**src/rtl/sprcr_pkg.sv**
```systemverilog
package sprcr_pkg;

    localparam int XLEN   = 64;
    localparam int CRLEN  = 32;
    localparam int ILEN   = 32;
    localparam int SPRN_W = 10;
    localparam int REG_W  = 5;
    localparam int NIB_W  = 4;
    localparam int FXM_W  = CRLEN / NIB_W;
    localparam int XO_W   = 10;

    localparam logic [5:0]      PRIMARY_OP = 6'd31;
    localparam logic [XO_W-1:0] XO_MTSPR   = 10'd467;
    localparam logic [XO_W-1:0] XO_MFSPR   = 10'd339;
    localparam logic [XO_W-1:0] XO_MTCRF   = 10'd144;
    localparam logic [XO_W-1:0] XO_MFCR    = 10'd19;

    typedef enum logic [2:0] {
        OP_NONE,
        OP_MTSPR,
        OP_MFSPR,
        OP_MTCRF,
        OP_MFCR
    } op_e;

    typedef struct packed {
        op_e               op;
        logic [REG_W-1:0]  gpr;
        logic [SPRN_W-1:0] sprn;
        logic [FXM_W-1:0]  fxm;
    } dec_t;

    typedef enum logic [1:0] {
        S_IDLE,
        S_WRITEBACK,
        S_TRAP
    } state_e;

endpackage

```
**src/rtl/sprcr_decode.sv**
```systemverilog
module sprcr_decode
    import sprcr_pkg::*;
(
    input  logic [ILEN-1:0] instr,
    output dec_t            dec
);

    logic [5:0]      prim;
    logic [XO_W-1:0] xo;
    logic            resv;
    logic            unused_lsb;

    assign prim       = instr[31:26];
    assign xo         = instr[10:1];
    assign resv       = instr[20];
    assign unused_lsb = instr[0];

    always_comb begin
        dec.gpr  = instr[25:21];
        // number halves arrive swapped: upper half of the field is the low part
        dec.sprn = {instr[15:11], instr[20:16]};
        dec.fxm  = instr[19:12];
        dec.op   = OP_NONE;
        if (prim == PRIMARY_OP) begin
            unique case (xo)
                XO_MTSPR: dec.op = OP_MTSPR;
                XO_MFSPR: dec.op = OP_MFSPR;
                XO_MTCRF: dec.op = resv ? OP_NONE : OP_MTCRF;
                XO_MFCR:  dec.op = resv ? OP_NONE : OP_MFCR;
                default:  dec.op = OP_NONE;
            endcase
        end
    end

endmodule

```
**src/rtl/spr_bank.sv**
```systemverilog
module spr_bank
    import sprcr_pkg::*;
#(
    parameter int unsigned                N_SPR    = 4,
    parameter logic [N_SPR*SPRN_W-1:0]    SPR_IDS  = {10'd9, 10'd8, 10'd256, 10'd1},
    parameter logic [N_SPR-1:0]           SPR_IS64 = 4'b1100,
    parameter logic [SPRN_W-1:0]          TRAP_ID  = 10'd13
) (
    input  logic              clk,
    input  logic              rst_n,
    input  logic              wr_en,
    input  logic [SPRN_W-1:0] wr_num,
    input  logic [XLEN-1:0]   wr_data,
    input  logic [SPRN_W-1:0] rd_num,
    output logic [XLEN-1:0]   rd_data,
    output logic              trap_hit
);

    localparam int NARROW = XLEN / 2;

    logic [N_SPR-1:0][XLEN-1:0] rd_vec;

    assign trap_hit = wr_en && (wr_num == TRAP_ID);

    for (genvar i = 0; i < N_SPR; i++) begin : g_spr
        localparam logic [SPRN_W-1:0] ID = SPR_IDS[i*SPRN_W +: SPRN_W];
        logic sel_wr;
        logic sel_rd;
        assign sel_wr = wr_en && !trap_hit && (wr_num == ID);
        assign sel_rd = (rd_num == ID);

        if (SPR_IS64[i]) begin : g_w64
            logic [XLEN-1:0] q;
            always_ff @(posedge clk or negedge rst_n) begin
                if (!rst_n)      q <= '0;
                else if (sel_wr) q <= wr_data;
            end
            assign rd_vec[i] = sel_rd ? q : '0;
        end else begin : g_w32
            logic [NARROW-1:0] q;
            always_ff @(posedge clk or negedge rst_n) begin
                if (!rst_n)      q <= '0;
                else if (sel_wr) q <= wr_data[NARROW-1:0];
            end
            assign rd_vec[i] = sel_rd ? {{(XLEN-NARROW){1'b0}}, q} : '0;
        end
    end

    always_comb begin
        rd_data = '0;
        for (int i = 0; i < N_SPR; i++) begin
            rd_data = rd_data | rd_vec[i];
        end
    end

endmodule

```
**src/rtl/cr_file.sv**
```systemverilog
module cr_file
    import sprcr_pkg::*;
(
    input  logic             clk,
    input  logic             rst_n,
    input  logic             we,
    input  logic [FXM_W-1:0] fxm,
    input  logic [CRLEN-1:0] wdata,
    output logic [CRLEN-1:0] cr
);

    logic [CRLEN-1:0] mask;
    logic [CRLEN-1:0] cr_r;

    for (genvar k = 0; k < FXM_W; k++) begin : g_mask
        assign mask[k*NIB_W +: NIB_W] = {NIB_W{fxm[k]}};
    end

    always_ff @(posedge clk or negedge rst_n) begin
        if (!rst_n)  cr_r <= '0;
        else if (we) cr_r <= (wdata & mask) | (cr_r & ~mask);
    end

    assign cr = cr_r;

endmodule

```
**src/rtl/sprcr_move_unit.sv**
```systemverilog
module sprcr_move_unit
    import sprcr_pkg::*;
#(
    parameter int unsigned             N_SPR    = 4,
    parameter logic [N_SPR*SPRN_W-1:0] SPR_IDS  = {10'd9, 10'd8, 10'd256, 10'd1},
    parameter logic [N_SPR-1:0]        SPR_IS64 = 4'b1100,
    parameter logic [SPRN_W-1:0]       TRAP_SPR = 10'd13
) (
    input  logic            clk,
    input  logic            rst_n,
    input  logic            instr_valid,
    input  logic [31:0]     instr,
    input  logic [63:0]     gpr_rdata,
    output logic            wb_valid,
    output logic [4:0]      wb_reg,
    output logic [63:0]     wb_data,
    output logic            trap
);

    dec_t             dec;
    logic             spr_we;
    logic             cr_we;
    logic             spr_trap;
    logic [XLEN-1:0]  spr_rd;
    logic [CRLEN-1:0] cr_q;
    state_e           state_q;
    state_e           state_d;
    logic [XLEN-1:0]  wb_data_q;
    logic [REG_W-1:0] wb_reg_q;

    sprcr_decode u_dec (
        .instr (instr),
        .dec   (dec)
    );

    assign spr_we = instr_valid && (dec.op == OP_MTSPR);
    assign cr_we  = instr_valid && (dec.op == OP_MTCRF);

    spr_bank #(
        .N_SPR    (N_SPR),
        .SPR_IDS  (SPR_IDS),
        .SPR_IS64 (SPR_IS64),
        .TRAP_ID  (TRAP_SPR)
    ) u_spr (
        .clk      (clk),
        .rst_n    (rst_n),
        .wr_en    (spr_we),
        .wr_num   (dec.sprn),
        .wr_data  (gpr_rdata),
        .rd_num   (dec.sprn),
        .rd_data  (spr_rd),
        .trap_hit (spr_trap)
    );

    cr_file u_cr (
        .clk   (clk),
        .rst_n (rst_n),
        .we    (cr_we),
        .fxm   (dec.fxm),
        .wdata (gpr_rdata[CRLEN-1:0]),
        .cr    (cr_q)
    );

    // next state: the same launch rule applies from every state
    always_comb begin
        state_d = S_IDLE;
        if (instr_valid) begin
            unique case (dec.op)
                OP_MFSPR, OP_MFCR: state_d = S_WRITEBACK;
                OP_MTSPR:          state_d = spr_trap ? S_TRAP : S_IDLE;
                default:           state_d = S_IDLE;
            endcase
        end
    end

    always_ff @(posedge clk or negedge rst_n) begin
        if (!rst_n) state_q <= S_IDLE;
        else        state_q <= state_d;
    end

    always_ff @(posedge clk or negedge rst_n) begin
        if (!rst_n) begin
            wb_data_q <= '0;
            wb_reg_q  <= '0;
        end else if (instr_valid && (dec.op == OP_MFSPR)) begin
            wb_data_q <= spr_rd;
            wb_reg_q  <= dec.gpr;
        end else if (instr_valid && (dec.op == OP_MFCR)) begin
            wb_data_q <= {{(XLEN-CRLEN){1'b0}}, cr_q};
            wb_reg_q  <= dec.gpr;
        end
    end

    always_comb begin
        wb_valid = 1'b0;
        trap     = 1'b0;
        unique case (state_q)
            S_IDLE:      ;
            S_WRITEBACK: wb_valid = 1'b1;
            S_TRAP:      trap     = 1'b1;
            default:     ;
        endcase
    end

    assign wb_data = wb_data_q;
    assign wb_reg  = wb_reg_q;

endmodule

```
**config.mk**
```make
export PLATFORM = sky130hd
export DESIGN_NAME = sprcr_move_unit
export DESIGN_NICKNAME = d
export VERILOG_FILES = /design/src/rtl/sprcr_pkg.sv /design/src/rtl/sprcr_decode.sv /design/src/rtl/spr_bank.sv /design/src/rtl/cr_file.sv /design/src/rtl/sprcr_move_unit.sv
export SDC_FILE = /design/constraint.sdc
export NUM_CORES = 1
export LEC_CHECK = 0
export ABC_CLOCK_PERIOD_IN_PS = 2000
export BUFFER_PORTS_ARGS = -buffer_cell sky130_fd_sc_hd__buf_2
export CORE_AREA = 2 2 148 150
export CTS_CLUSTER_DIAMETER = 60
export DETAILED_ROUTE_END_ITERATION = 7
export DIE_AREA = 0 0 150 152
export PLACE_DENSITY = 0.84
export SLEW_MARGIN = 40
export SYNTH_ARGS = -nofsm -noshare
export SYNTH_HDL_FRONTEND = slang
export SYNTH_SLANG_ARGS = --single-unit
```
**constraint.sdc**
```tcl
create_clock -name clk -period 2 [get_ports clk]
set_input_delay 0.2 -clock clk [delete_from_list [all_inputs] [get_ports clk]]
set_output_delay 0.2 -clock clk [all_outputs]
set_load 0.1 [all_outputs]
```
Word-level counts from Yosys, hierarchy flattened
Cells that the tools add are included.

word-level totals
  register bits after elaboration = 295
  bits of input ports = 99
  output and inout port bits = 71

cells by class
  eq/ne operators = 16
  mux-type cells = 17
  bitwise gates (word level) = 7
  reductions and logical operators = 13

operators by type and width
  operator                                                                count
  64-bit two-way mux                                                      4
  64-bit bitwise OR                                                       3
  32-bit AND                                                              2
  32-bit two-way mux                                                      2
  32-bit NOT                                                              1
  32-bit bitwise OR                                                       1
  10-bit by 4-bit equality test with 1-bit output, second input constant  3
  10-bit by 9-bit equality test with 1-bit output, second input constant  3
  3-bit case mux with 4 select lines                                      1
  10-bit by 1-bit equality test with 1-bit output, second input constant  1
  10-bit by 5-bit equality test with 1-bit output, second input constant  1
  10-bit by 8-bit equality test with 1-bit output, second input constant  1
  1-bit logical AND                                                       10
  5-bit two-way mux                                                       2
  3-bit by 2-bit equality test with 1-bit output, second input constant   2
  6-bit by 5-bit equality test with 1-bit output, second input constant   1
  2-bit two-way mux                                                       3
  3-bit two-way mux                                                       2
  2-bit case mux with 2 select lines                                      1
  3-bit by 1-bit equality test with 1-bit output, second input constant   1
  3-bit equality test, second input constant                              1
  2-bit by 1-bit equality test with 1-bit output, second input constant   1
  2-bit equality test, second input constant                              1
  1-bit two-way mux                                                       2
  3 further kinds                                                         3

Longest topological paths before layout
Gate-level depths: netlist of run 1.

  depth in word-level cells = 9
  depth in mapped cells = 8
  depth with buffers taken out = 6

Cells and area by module
A second synthesis of run 1 with hierarchy kept.

unflattened totals
  cells, all modules = 1020
  area total of the unflattened synthesis = 14061.0 sq um

by module, submodules not included
  module           instances  cells each  area an instance (sq um)
  spr_bank         1          713         9182.6
  sprcr_move_unit  1          195         3221.8
  cr_file          1          73          1383.8
  sprcr_decode     1          39          272.8

Worst setup path after synthesis of run 1
Ideal clock, no wire load.

  path type = in2reg
  start = input port instr[31]
  end = register u_spr.g_spr[3].g_w64.q[10]
  library setup time = 125 ps
  data arrival time = 1806 ps
  data required time = 1875 ps
  setup slack = 69 ps
  stages = 6
  cell sequence = and4b_1 > nand2_1 > or2_2 > nor4_4 > buf_4 > mux2_2

on the way
  longest elaborated chain between the ends = 8

ends and longest elaborated chain
  what                                                RTL line               RTL
  from (decl)                                         sprcr_move_unit.sv:12  input logic [31:0] instr,
  6-bit by 5-bit equality test with 1-bit output (*)  sprcr_decode.sv:24     if (prim == PRIMARY_OP) begin
  3-bit two-way mux (*)                               sprcr_decode.sv:24
  3-bit by 1-bit equality test with 1-bit output (*)  sprcr_move_unit.sv:36  assign spr_we = instr_valid && (dec.op == OP_MTSPR);
  1-bit logical AND (*)                               sprcr_move_unit.sv:36
  1-bit logical AND                                   spr_bank.sv:23         assign trap_hit = wr_en && (wr_num == TRAP_ID);
  1-bit logical NOT                                   spr_bank.sv:29         assign sel_wr = wr_en && !trap_hit && (wr_num == ID);
  1-bit logical AND (*) (2 in series)                 spr_bank.sv:29
  to (signal assigned)                                spr_bank.sv:36         else if (sel_wr) q <= wr_data;
  to (decl)                                           spr_bank.sv:33         logic [XLEN-1:0] q;

Mark *: on every way between the ends. The rest lies on a longest branch, timed or not.
A chain may end at the register's enable or synchronous reset.

Worst setup path after layout of run 1
  start = input port instr[17]
  end = register u_spr.g_spr[3].g_w64.q[31]

on the way
  longest elaborated chain between the ends = 5

ends and longest elaborated chain
  what                                             RTL line
  10-bit by 4-bit equality test with 1-bit output  spr_bank.sv:23
  1-bit logical AND                                spr_bank.sv:23
  1-bit logical NOT                                spr_bank.sv:29
  1-bit logical AND                                spr_bank.sv:29
  1-bit logical AND (*)                            spr_bank.sv:29

Marks and branches as above.

==> summary.md, run 1 <==
| Metric | Value |
|---|---|
| Most common cell after layout, fill and taps aside | dfrtp_1 |
| Inserted Clock Buffers | 30 |
| H-tree levels | 1 |
| Critical Path Fanout Max | 16 |
| Setup tns final | 0 ns |
| CP cell instances | dlygate4sd3_1 -> buf_2 -> nor3_1 -> and2_1 -> nand2_1 -> nor4_4 -> buf_4 -> buf_12 -> mux2_2 |
| Tcrit/Tclk final | 0.934 |
| Fill count | 1,356 |
| Arrival time at the worst endpoint | 2.29 ns |
| Ports | 170 |
| Final Hold Viols | 0 |
| Crit path largest cell delay | 0.54 ns |
| FMAX | around 0.54 GHz |
| Hold crit path type | in2reg |
| Run status | finished clean |
| Max-Cap Viols | 0 |
| GRT Residual Overflow | 0 |
| Critical path's slowest cell | dlygate4sd3_1 |
| Final instance area | 15,800 um2 |
| Non-filler instance count after layout | 1,490 |
| Synthesized flop and latch total | 295 |
| Clock Path Buffers | 3 |
| Setup Skew | 0.00902 ns |
| Pwr/cell area | 776 nW/um2 |
| Routability cong. | 0.816 |
| DRT Wirelength | 31,200 um |
| Initial Utilization | 0.586 |
| Vias in the first global route | 9,407 |
| Post-synth top flop | dfrtp_1 |
| Worst Setup Path Type | in2reg |
| Post-Syn Area | 12,500 um2 |
| Clock Sinks | between 200 and 300 |
| Peak VDD IR | between 0.8 and 0.9 mV |
| Pin count of the biggest net entering global routing | 63 |
| Slew Viols, Final | 0 |
| Required @ worst endpoint | 2.42 ns |
| Die Width | 150 um |
| Cell Area, Placed | between 10,000 and 15,000 um2 |
| Pre-CTS setup slack | -0.152 ns |
| Tot GR Track Use | 0.276 |
| Layout cells sized above 1 | 0.426 |
| Clock-pin slew on the worst setup and hold paths | 0.06 ns |
| Most frequent cells in the layout | dfrtp_1, mux2_2, buf_2 |
| Post-DR wirelength/cell | 20.9 um |
| Yosys top cell by area | dfrtp_1 |
| R2R depth | 4 |
| Post-synth EDFFs | 0 |
| Worst Setup SP | instr[17] |
| First-pass DRT Iterations | 8 |
| Hold path depth | 2 |
| Post-route setup slack | 0.131 ns |
| Startpoint Class | input port |
| Die H | 152 um |
| Dpl cells | 1,364 |
| Synth top area share | 0.590 |
| Via count | 8,909 |
| Die footprint | 22,800 um2 |
| # DRC | 0 |
| CTS root buffer | clkbuf_16 |
| Area delta synth->final | 26.1% |
| Leakage power | 8.15 nW |
| Hold Startpoint | instr[18] |
| Largest delay share family, worst path | buffers and inverters |
| Critical Path End Type | flop |
| Core ar. | roughly 21,000 um2 |
| Hold WS | 0.0361 ns |
| Vias per Instance | 5.98 |
| Worst path depth | 9 |
| Synth top area cells | dfrtp_1, mux2_2, mux2i_1 |
| R2R setup slack | around 0.6 ns |
| Synth Instances | between 900 and 1,000 |
| CP Buf/Inv Count | 4 |
| Relative slew slack | 0.653 |
| Worst r2r src | u_spr.g_spr[2].g_w64.q[1]$_DFFE_PN0P_ |
| Final Net Count | roughly 1,300 |
| Syn nets | 1,020 |
| Util after Layout | 0.738 |
| Post-route ant nets | 0 |
| RSZ-0062 raised after global routing | no |
| Initial DRC Count | 496 |
| Setup violators final | 0 |
| Syn Area/Cell | 13.6 um2 |
| # port buffers | 168 |
| Row count | 54 |
| Worst-Margin Slew | 0.524 ns |
| TritonCTS clock tree | done |
| Register area share after synthesis | 0.590 |
| Yosys cell types | 36 |
| Worst skew pair latency | 0.55 ns |
| DP HPWL | ~19,000 um |
| Ys async rst share | 1.00 |
| Number of synthesis warnings | 0 |
| First-pass GRT wire length | 50,000 um |
| Final min period | 1.87 ns |
| Final Power | 12.2 mW |
| Initial antenna violation count | 2 |
## cells by family after synthesis
kind of cell | share of synthesized area
flops | 0.590
mux | 0.255
simple gates | 0.0567
compound gates | 0.0741
buf+inv | 0.0233
## repair_timing
action,4_1_cts,5_1_grt
buffers inserted,0,0
resized for setup,0,0
hold buffers,71,0
hold endpoints to repair,312,0
## synth_stat cells, drive strengths merged (8+ instances only)
| cell type | instances |
|---|---|
| nor2 | 34 |
| mux2i | 40 |
| a21oi | 8 |
| o21ai | 41 |
| o22ai | 32 |
| mux2 | 248 |
| buf | 34 |
| nand2 | 62 |
| nor3b | 9 |
| o21a | 24 |
| dfrtp | 295 |
| clkbuf | 24 |
| a222oi | 24 |
| a22oi | 8 |
## layout make-up
class	instances	area (um2)	share of cell area
sequential	295	7380	0.468
antenna	1	2.50	0.000159
clock inverter	8	96.3	0.00611
timing repair buffer	292	2140	0.136
clock buffer	46	932	0.0592
tap	280	350	0.0222
multi-input combinational	567	4850	0.308
inverter	1	3.75	0.000238
## per-layer routing
layer | track usage | vias to the layer above | routed length (um)
met3 | 0.0468 | 56 | 2050
met5 | 0 | - | 13
met1 | 0.368 | 4587 | 13000
met2 | 0.470 | 365 | 15500
met4 | 0.0741 | 2 | 620
li1 | - | 3899 | -
## report_power, final
part / leakage [nW] / internal [mW] / switching (mW)
Sequential: 4.12 / 5.97 / 0.000387
Combinational: 3.52 / 0.240 / 0.326
Clock: 0.508 / 3.45 / 2.25
Total: 8.15 / 9.66 / 2.58
## path summary, 6_finish.rpt
check | end
worst max-delay path | u_spr.g_spr[3].g_w64.q[31]$_DFFE_PN0P_
worst min-delay path | state_q[1]$_DFF_PN0_
worst max register to register | wb_data[1]$_DFFE_PN0P_
worst min register to register | wb_reg[4]$_DFFE_PN0P_
max in group asynchronous | u_spr.g_spr[2].g_w64.q[63]$_DFFE_PN0P_
min in group asynchronous | wb_data[41]$_DFFE_PN0P_
(Power assumes the default switching activity.)
==> inputs of run 2 (changes only) <==
- CTS_BUF_LIST: not set -> sky130_fd_sc_hd__clkbuf_8
==> run 2 against run 1 <==
  * Combinational power is 0.7% higher
  * First-iteration DRC count increased by 41%
  * Clock power decreased by 10%
  * Global-route usage fell by 0.11 points
  * Core utilization rose by 0.25 points
  * Sequential power is essentially flat
  * Critical path type unchanged
  * Critical endpoint is now u_spr.g_spr[3].g_w64.q[32]$_DFFE_PN0P_
  * Highest routed layer is now met4
==> summary.md, run 2 (same netlist as run 1, synthesis figures left out) <==
| Metric | Value |
|---|---|
| Run status | finished clean |
| Pint | 9.06 mW (-6.2%) |
| Critical Path Fanout Max | 16 (unchanged) |
| Final instance area | 15,800 um2 (+0.34%) |
| Clock power frac | 0.439 (-0.027) |
| Setup crit end | u_spr.g_spr[3].g_w64.q[32]$_DFFE_PN0P_ |
| Comb power frac | 0.049 (+0.003) |
| Non-filler instance count after layout | 1,525 (+2.3%) |
| Max-Cap Viols | 0 (unchanged) |
| Inserted Clock Buffers | 48 (+60%) |
| Crit path largest cell delay | 0.55 ns (about the same) |
| Die footprint | 22,800 um2 (unchanged) |
| Reg area | 7380 um2 (unchanged) |
| Most frequent cells in the layout | dfrtp_1, mux2_2, buf_2 |
| R2R depth | 4 (unchanged) |
| Sw Ratio | 0.223 (+0.0119) |
| Pwr/cell area | 737 nW/um2 (-5.1%) |
| First-pass DRT Iterations | 5 (-3) |
| Clock Sinks | 295 (unchanged) |
| Pre-CTS setup slack | -0.152 ns (unchanged) |
| Clock-pin slew on the worst setup and hold paths | 0.06 ns (about the same) |
| Critical Path End Type | flop |
| Slew Viols, Final | 0 (unchanged) |
| R2R setup slack | 0.64 ns (+0.03 ns) |
| Initial antenna violation count | 1 (-1) |
| DRT Wirelength | 31,400 um (+0.53%) |
| Via count | 8,930 (+0.24%) |
| Reg power frac | 0.512 (+0.024) |
| Hold crit path type | in2reg |
| Layout cells sized above 1 | 0.433 (+0.00731) |
| GRT Residual Overflow | 0 (unchanged) |
| # port buffers | 168 (unchanged) |
| Vias per Instance | 5.86 (-2.1%) |
| Initial DRC Count | 699 (+41%) |
| Startpoint Class | input port |
| Die Width | 150 um (unchanged) |
| CTS root buffer | clkbuf_8 |
| Final Hold Viols | 0 (unchanged) |
| Required @ worst endpoint | 2.43 ns (about the same) |
| Post-route setup slack | 0.0664 ns (-0.0650 ns) |
| Worst skew pair latency | 0.56 ns (about the same) |
| Footprint of the multi-input gates | 4870 um2 (+0.28%) |
| Setup violators final | 0 (unchanged) |
| First-pass GRT wire length | 49,500 um (-0.99%) |
| Ports | 170 (unchanged) |
| Worst Setup SP | instr[17] |
| Initial Utilization | 0.586 (unchanged) |
| Final Net Count | 1,308 (+1.7%) |
| Tot GR Track Use | 0.275 (-0.00112) |
| Worst r2r src | u_spr.g_spr[3].g_w64.q[31]$_DFFE_PN0P_ |
| Crit Reg-Reg Endpoint | wb_data[31]$_DFFE_PN0P_ |
| Critical path's slowest cell | dlygate4sd3_1 |
| Setup Skew | 0.0167 ns (+0.00768 ns) |
| Dpl cells | 1,364 (unchanged) |
| Cell Area, Placed | 14,000 um2 (unchanged) |
| Leakage power | 8.24 nW (+1.2%) |
| Die H | 152 um (unchanged) |
| Clock Path Buffers | 3 (unchanged) |
| Arrival time at the worst endpoint | 2.36 ns (+0.07 ns) |
| # DRC | 0 (unchanged) |
| Tcrit/Tclk final | 0.967 (+0.0325) |
| Row count | 54 (unchanged) |
| Final Power | 11.7 mW (-4.7%) |
| Switching power | 2.60 mW (+0.64%) |
| Relative slew slack | 0.654 (+0.000742) |
| DP HPWL | 19,300 um (unchanged) |
| H-tree levels | 2 (+1) |
| Fill count | 1,383 (+2.0%) |
| Core ar. | 21,400 um2 (unchanged) |
| Worst-Margin Slew | 0.523 ns (-0.00112 ns) |
| Post-DR wirelength/cell | 20.6 um (-1.8%) |
| Final min period | 1.93 ns (+0.0650 ns) |
| TritonCTS clock tree | done |
| Routability cong. | 0.816 (unchanged) |
| Peak VDD IR | 0.651 mV (-26%) |
| Worst Setup Path Type | in2reg |
| FMAX | 0.517 GHz (-3.4%) |
| CP cell instances | dlygate4sd3_1 -> buf_4 -> nor3_4 -> and2_4 -> nand2_1 -> nor4_4 -> buf_6 -> buf_12 -> mux2_2 |
| Pin count of the biggest net entering global routing | 63 (unchanged) |
| Vias in the first global route | 9,484 (+0.82%) |
| Most common cell after layout, fill and taps aside | dfrtp_1 |
| Post-route ant nets | 0 (unchanged) |
| Area delta synth->final | 26.5% |
| Setup tns final | 0 ns (unchanged) |
==> run 2: changes by cell type in the layout (fill, tap and decap cells not counted), sizes merged <==
cell         delta
bufinv          -2
clkbuf         +21
clkinv          -4
clkinvlp        +1
dlygate4sd3     +1
inv            +18
==> run 2: what timing repair did <==
action / in CTS / in global routing
hold endpoints to repair: 401 / 0
setup buffers: 0 / 0
setup endpoints to repair: 0 / 3
hold buffers: 72 / 0
resized for setup: 0 / 7
==> run 2: critical path: cells and delay by family <==
kind                   cells  cell delay [ns]
buffers and inverters      4             1.08
multiplexers               1             0.35
AND/OR/NAND/NOR            4             0.72
==> run 2: metal layers <==
metal  share of wire  wire (um)  GRT usage
met5               0          0          0
met4           0.021        659     0.0791
met3           0.069       2160     0.0544
met2            0.50      15800      0.466
met1            0.41      12800      0.362
==> run 2: layout make-up <==
class                   instances  area share
multi-input cells             567       0.308
flip-flops and latches        295       0.467
diodes                          1    0.000158
well taps                     280      0.0222
inverters                       1    0.000237
clock buffers                  64      0.0557
repair buffers                296       0.141
clock inverters                21     0.00586
==> run 2: how the worst min path moves through the flow <==
| stage | cells after the start | end | start |
|---|---|---|---|
| floorplan | 0 | asynchronous set/reset pin | rst_n |
| global placement | 1 | wb_data[41]$_DFFE_PN0P_ | rst_n |
| detailed placement | 1 | u_spr.g_spr[3].g_w64.q[38]$_DFFE_PN0P_ | rst_n |
| CTS | 5 | state_q[1]$_DFF_PN0_ | instr[1] |
| global route | 5 | state_q[1]$_DFF_PN0_ | instr[1] |
| finish | 5 | state_q[1]$_DFF_PN0_ | instr[1] |
==> run 2: power groups by stage <==
stage / logic [mW] / clock network (mW) / registers (mW)
detailed placement: 0.450 / 0 / 6.08
global placement: 0.440 / 0 / 6.08
global route: 0.619 / 5.50 / 5.97
floorplan: 0.0935 / 0 / 6.08
CTS: 0.563 / 5.23 / 5.97
finish: 0.569 / 5.12 / 5.97
==> run 2: stage by stage <==
stage	hold slack [ns]	utilization
after floorplan	-0.0956	-
after global placement	0.152	0.657
after detailed placement	0.160	0.657
after CTS	0.0480	0.736
after global routing	0.0994	0.741
final	0.0897	0.741
